<file path="src/rtl/dma_desc_stager.sv">
module dma_desc_stager #(
  parameter int DEPTH = 16,
  parameter int LVL_W = 16,
  parameter int WORDS = 8,
  parameter int WW    = 32
) (
  input  logic                   clk,
  input  logic                   rst_n,
  input  logic                   wr_en,
  input  logic [2:0]             wr_addr,
  input  logic [WW-1:0]          wr_data,
  input  logic                   pop,
  output logic [WORDS*WW-1:0]    head_desc,
  output logic                   full,
  output logic                   empty,
  output logic [LVL_W-1:0]       level,
  output logic                   overflow
);
  localparam int DW   = WORDS * WW;
  localparam int PW   = (DEPTH > 1) ? $clog2(DEPTH) : 1;
  localparam int CTRL = WORDS - 1;
  localparam int GO   = WW - 1;

  logic [WW-1:0]    stage [CTRL];
  logic [DW-1:0]    mem   [DEPTH];
  logic [PW-1:0]    wp, rp;
  logic [LVL_W-1:0] cnt;
  logic [DW-1:0]    entry;
  logic             commit, do_push, do_pop;

  assign commit  = wr_en && (wr_addr == 3'(CTRL)) && wr_data[GO];
  assign do_push = commit && !full;
  assign do_pop  = pop && !empty;

  for (genvar i = 0; i < CTRL; i++) begin : g_stage
    always_ff @(posedge clk) begin
      if (!rst_n)                           stage[i] <= '0;
      else if (wr_en && wr_addr == 3'(i))   stage[i] <= wr_data;
    end
    assign entry[i*WW +: WW] = stage[i];
  end
  assign entry[CTRL*WW +: WW] = wr_data;

  function automatic logic [PW-1:0] nxt(input logic [PW-1:0] p);
    return (p == PW'(DEPTH - 1)) ? '0 : p + PW'(1);
  endfunction

  always_ff @(posedge clk) begin
    if (do_push) mem[wp] <= entry;
  end

  always_ff @(posedge clk) begin
    if (!rst_n) begin
      wp       <= '0;
      rp       <= '0;
      cnt      <= '0;
      overflow <= 1'b0;
    end else begin
      if (do_push) wp <= nxt(wp);
      if (do_pop)  rp <= nxt(rp);
      if (do_push && !do_pop)      cnt <= cnt + LVL_W'(1);
      else if (do_pop && !do_push) cnt <= cnt - LVL_W'(1);
      if (commit && full) overflow <= 1'b1;
    end
  end

  assign head_desc = mem[rp];
  assign level     = cnt;
  assign empty     = (cnt == '0);
  assign full      = (cnt == LVL_W'(DEPTH));
endmodule

</file>
<file path="config.mk">
export PLATFORM = sky130hd
export DESIGN_NAME = dma_desc_stager
export DESIGN_NICKNAME = d
export VERILOG_FILES = /design/src/rtl/dma_desc_stager.sv
export SDC_FILE = /design/constraint.sdc
export NUM_CORES = 2
export LEC_CHECK = 0
export BUFFER_PORTS_ARGS = -buffer_cell sky130_fd_sc_hd__buf_2
export CAP_MARGIN = 40
export CORE_ASPECT_RATIO = 1.2
export CORE_UTILIZATION = 47
export DETAILED_ROUTE_END_ITERATION = 6
export PLACE_DENSITY = 0.6
export SETUP_SLACK_MARGIN = 0.2
export SLEW_MARGIN = 0
export SYNTH_ARGS = -nofsm -noshare
export SYNTH_HDL_FRONTEND = slang
export SYNTH_MEMORY_MAX_BITS = 65536
export SYNTH_SLANG_ARGS = --single-unit
</file>
<file path="constraint.sdc">
create_clock -name clk -period 60.8 [get_ports clk]
set_input_delay 3.04 -clock clk [delete_from_list [all_inputs] [get_ports clk]]
set_output_delay 3.04 -clock clk [all_outputs]
set_load 0.05 [all_outputs]
</file>
==> summary.md <==
| Metric | Value |
|---|---|
| Setup slack at placement | `between 50 and 60 ns` |
| Hold Fails Final Rpt | `0` |
| Most used routing layer | `met2` |
| Post-route antenna net violation count | `0` |
| TritonCTS clock tree | `yes` |
| Area grow syn2layout | `14.1%` |
| GR Util met1 | `~32%` |
| # hold bufs at CTS | `0` |
| Root buf cell | `clkbuf_16` |
| Post-layout minimum cycle time | `9.19 ns` |
| Cells after Synth | `6665` |
| Placed Area | `174000 sq um` |
| Routed len/inst | `33.2 microns` |
| Setup tns final | `0 ns` |
| DRT Pass-1 Iters | `5` |
| Die width | `541 microns` |
| Grt met2 use | `38.9%` |
| Final setup violating endpoints | `0` |
| Pwr per Cell Area | `between 30 and 40 nW/um^2` |
| Worst Reg-to-Reg Cells | `10` |
| Worst Max-Slew Pin Slew | `1.18 ns` |
| Clk_lat worst skew | `0.95 ns` |
| Clock buffer depth | `4` |
| Initial antenna violation count | `54` |
| Commonest non-fill, non-tap cell in the layout | `edfxtp_1` |
| Fin area | `187000 sq um` |
| Leak pwr | `0.0573 uW` |
| Synthesized Nets | `approximately 6700` |
| Status | `complete, no violations` |
| Drt via density | `6.02` |
| Gr usage total | `23.5%` |
| Hold WC Path Type | `flop to flop` |
| Fill cell count | `25900` |
| Post-CTS setup buffer count | `0` |
| Worst clock skew | `0.0272 ns` |
| Worst setup margin | `51.61 ns` |
| Max Cap Viol | `0` |
| Max Fclk | `between 0.1 and 0.15 GHz` |
| Synth area leader | `edfxtp_1` |
| CORE AREA | `roughly 350000 sq um` |
| Largest cells by area after synthesis | `edfxtp_1, mux4_2, and2_1, mux2i_1, clkbuf_1` |
| Synth Area in Adders | `0.165%` |
| HP Start | `overflow` |
| Worst vdd ir | `0.0406 mV` |
| Post-synthesis compound-gate area fraction | `0.791%` |
| Worst-path maximum fanout | `54` |
| YS warnings | `0` |
| Number of global-route vias before repair | `77400` |
| Sequential share of the synthesized area | `79.4%` |
| GPL Wtd Cong | `0.758` |
| # IOs | `between 300 and 400` |
| Largest net degree at the start of global routing | `129` |
| RSZ-0062 raised after global routing | `false` |
| Largest family of logic cells by synthesized area | `multiplexers` |
| Synth Area in XOR/XNOR | `less than 1%` |
| Max-slew violations | `0` |
| Layout cells sized above 1 | `31.5%` |
| Vias | `74600` |
| First-pass GRT wire length | `581000 microns` |
| Hold path cells | `1` |
| Most frequent cells in the layout | `edfxtp_1, mux4_2, clkbuf_16` |
| Fin nets | `roughly 7400` |
| Clk sinks | `4349` |
| Reg clk slew, reported paths | `0.07 ns` |
| Worst Setup End Kind | `primary output` |
| Mapped Avg Cell Area | `24.6 sq um` |
| Crit Path Category | `flop to primary output` |
| Num CTS Buffers | `423` |
| Post-CTS sizing | `0` |
| Crit path DAT | `approximately 6.2 ns` |
| Simple-Gate Fraction of Synth Area | `1.54%` |
| Overflow after GRT | `0` |
| Mux cell area share after synthesis | `17.1%` |
| Post-Syn Area | `roughly 160000 sq um` |
| Port buffer count | `313` |
| Worst endpoint required time | `between 50 and 60 ns` |
| Register bit count reported by yosys | `4349` |
| CP Launch Type | `flop` |
| Die Y | `approximately 650 microns` |
| Synth cell types | `43` |
| DP Wirelength | `218000 microns` |
| Drt first-iter violations | `around 8100` |
| R2r startpoint | `level[0]` |
| CTS H-tree lvls | `5` |
| Met3 GRT Util | `under 10%` |
| Yosys top cell area share | `79.0%` |
| Row count | `roughly 240` |
| Die area | `352000 sq um` |
| Starting density of the core | `47.3%` |
| Relative slew slack | `21.6%` |
| Drt total wl | `412000 microns` |
| DRC | `0` |
| Period Utilization, post-route | `roughly 15%` |
==> final timing paths <==
check                                 endpoint  slack [ns]
worst min register to register        overflow        0.49
worst min-delay path                  overflow        0.49
worst max register to register     mem[3][173]       55.46
worst max-delay path            head_desc[245]       51.61
==> cells in the mapped netlist (all sizes together) <==
library cell / count
nand4: 5
nor2b: 77
and3: 3
nand2: 31
or4: 2
clkbuf: 169
nand2b: 10
nor3: 13
o21bai: 1
o41ai: 1
nand3b: 3
a21boi: 1
buf: 175
nor4b: 1
edfxtp: 4320
mux2i: 74
o21a: 2
a41oi: 1
ha: 20
xnor2: 5
o211ai: 4
a211oi: 74
nor4: 7
o31ai: 3
and2: 228
fa: 1
inv: 12
o31a: 2
xor2: 5
dfxtp: 29
or3: 2
a21oi: 83
a31oi: 3
nand3: 19
a211o: 1
o21ai: 33
a21o: 1
nor2: 33
mux4: 1210
a311oi: 1
==> cells by family after synthesis <==
group                      Yosys count
DFF                               4349
AOI/OAI and AO/OA                  211
buffers and inverters              356
and+or+nand+nor                    434
muxes                             1284
xor gates and xnor gates            10
adders and majority gates           21
==> final cells by class <==
| class | instances | area [sq um] | area share, % |
|---|---|---|---|
| inverters | 12 | 45.0 | 0.0241 |
| clock buffers | 522 | 11200 | 6.00 |
| well taps | 4660 | 5830 | 3.11 |
| flip-flops and latches | 4349 | 130000 | 69.6 |
| repair buffers | 560 | 4970 | 2.65 |
| clock inverters | 247 | 2200 | 1.17 |
| multi-input cells | 1960 | 32400 | 17.3 |
| diodes | 73 | 183 | 0.0976 |
==> metal layers <==
layer / up-vias / wire, microns / share of wire [%]
met5: - / 50 / 0.012
met4: 8 / 9400 / 2.3
met3: 498 / 34400 / 8.4
met2: 3053 / 207000 / 50
met1: 41000 / 160000 / 39
li1: 30000 / - / -
==> flip-flops by register name (all words and copies together), names as in the netlist, named ones only <==
register  cells
level        16
mem        4096
overflow      1
rp            4
stage       224
wp            4
==> metrics by stage <==
step | hold slack (ns) | std cells | util (%) | power, uW
after global routing | 0.497 | 12300 | 53.9 | 6950
after global placement | 0.457 | 11500 | 49.5 | 4240
after detailed placement | 0.456 | 11500 | 50.0 | 4270
after floorplan | 0.527 | 6665 | - | 4020
final | 0.487 | 12400 | 53.9 | 6750
after CTS | 0.478 | 12300 | 53.9 | 6810
==> power breakdown <==
part	internal [uW]	switching, uW	leakage (uW)
Clock	1450	1110	0.00657
Sequential	3320	50.9	0.0395
Combinational	333	478	0.0113
Total	5110	1640	0.0573
==> worst max-delay path: stages (launching register included) <==
cell and delay [ns]:
dfxtp_4 0.93, buf_4 0.65, buf_4 0.47, buf_12 0.29, buf_4 0.64, buf_4 0.80
mux4_2 0.42, mux4_2 0.60, buf_2 0.26
(Power assumes the default switching activity.)
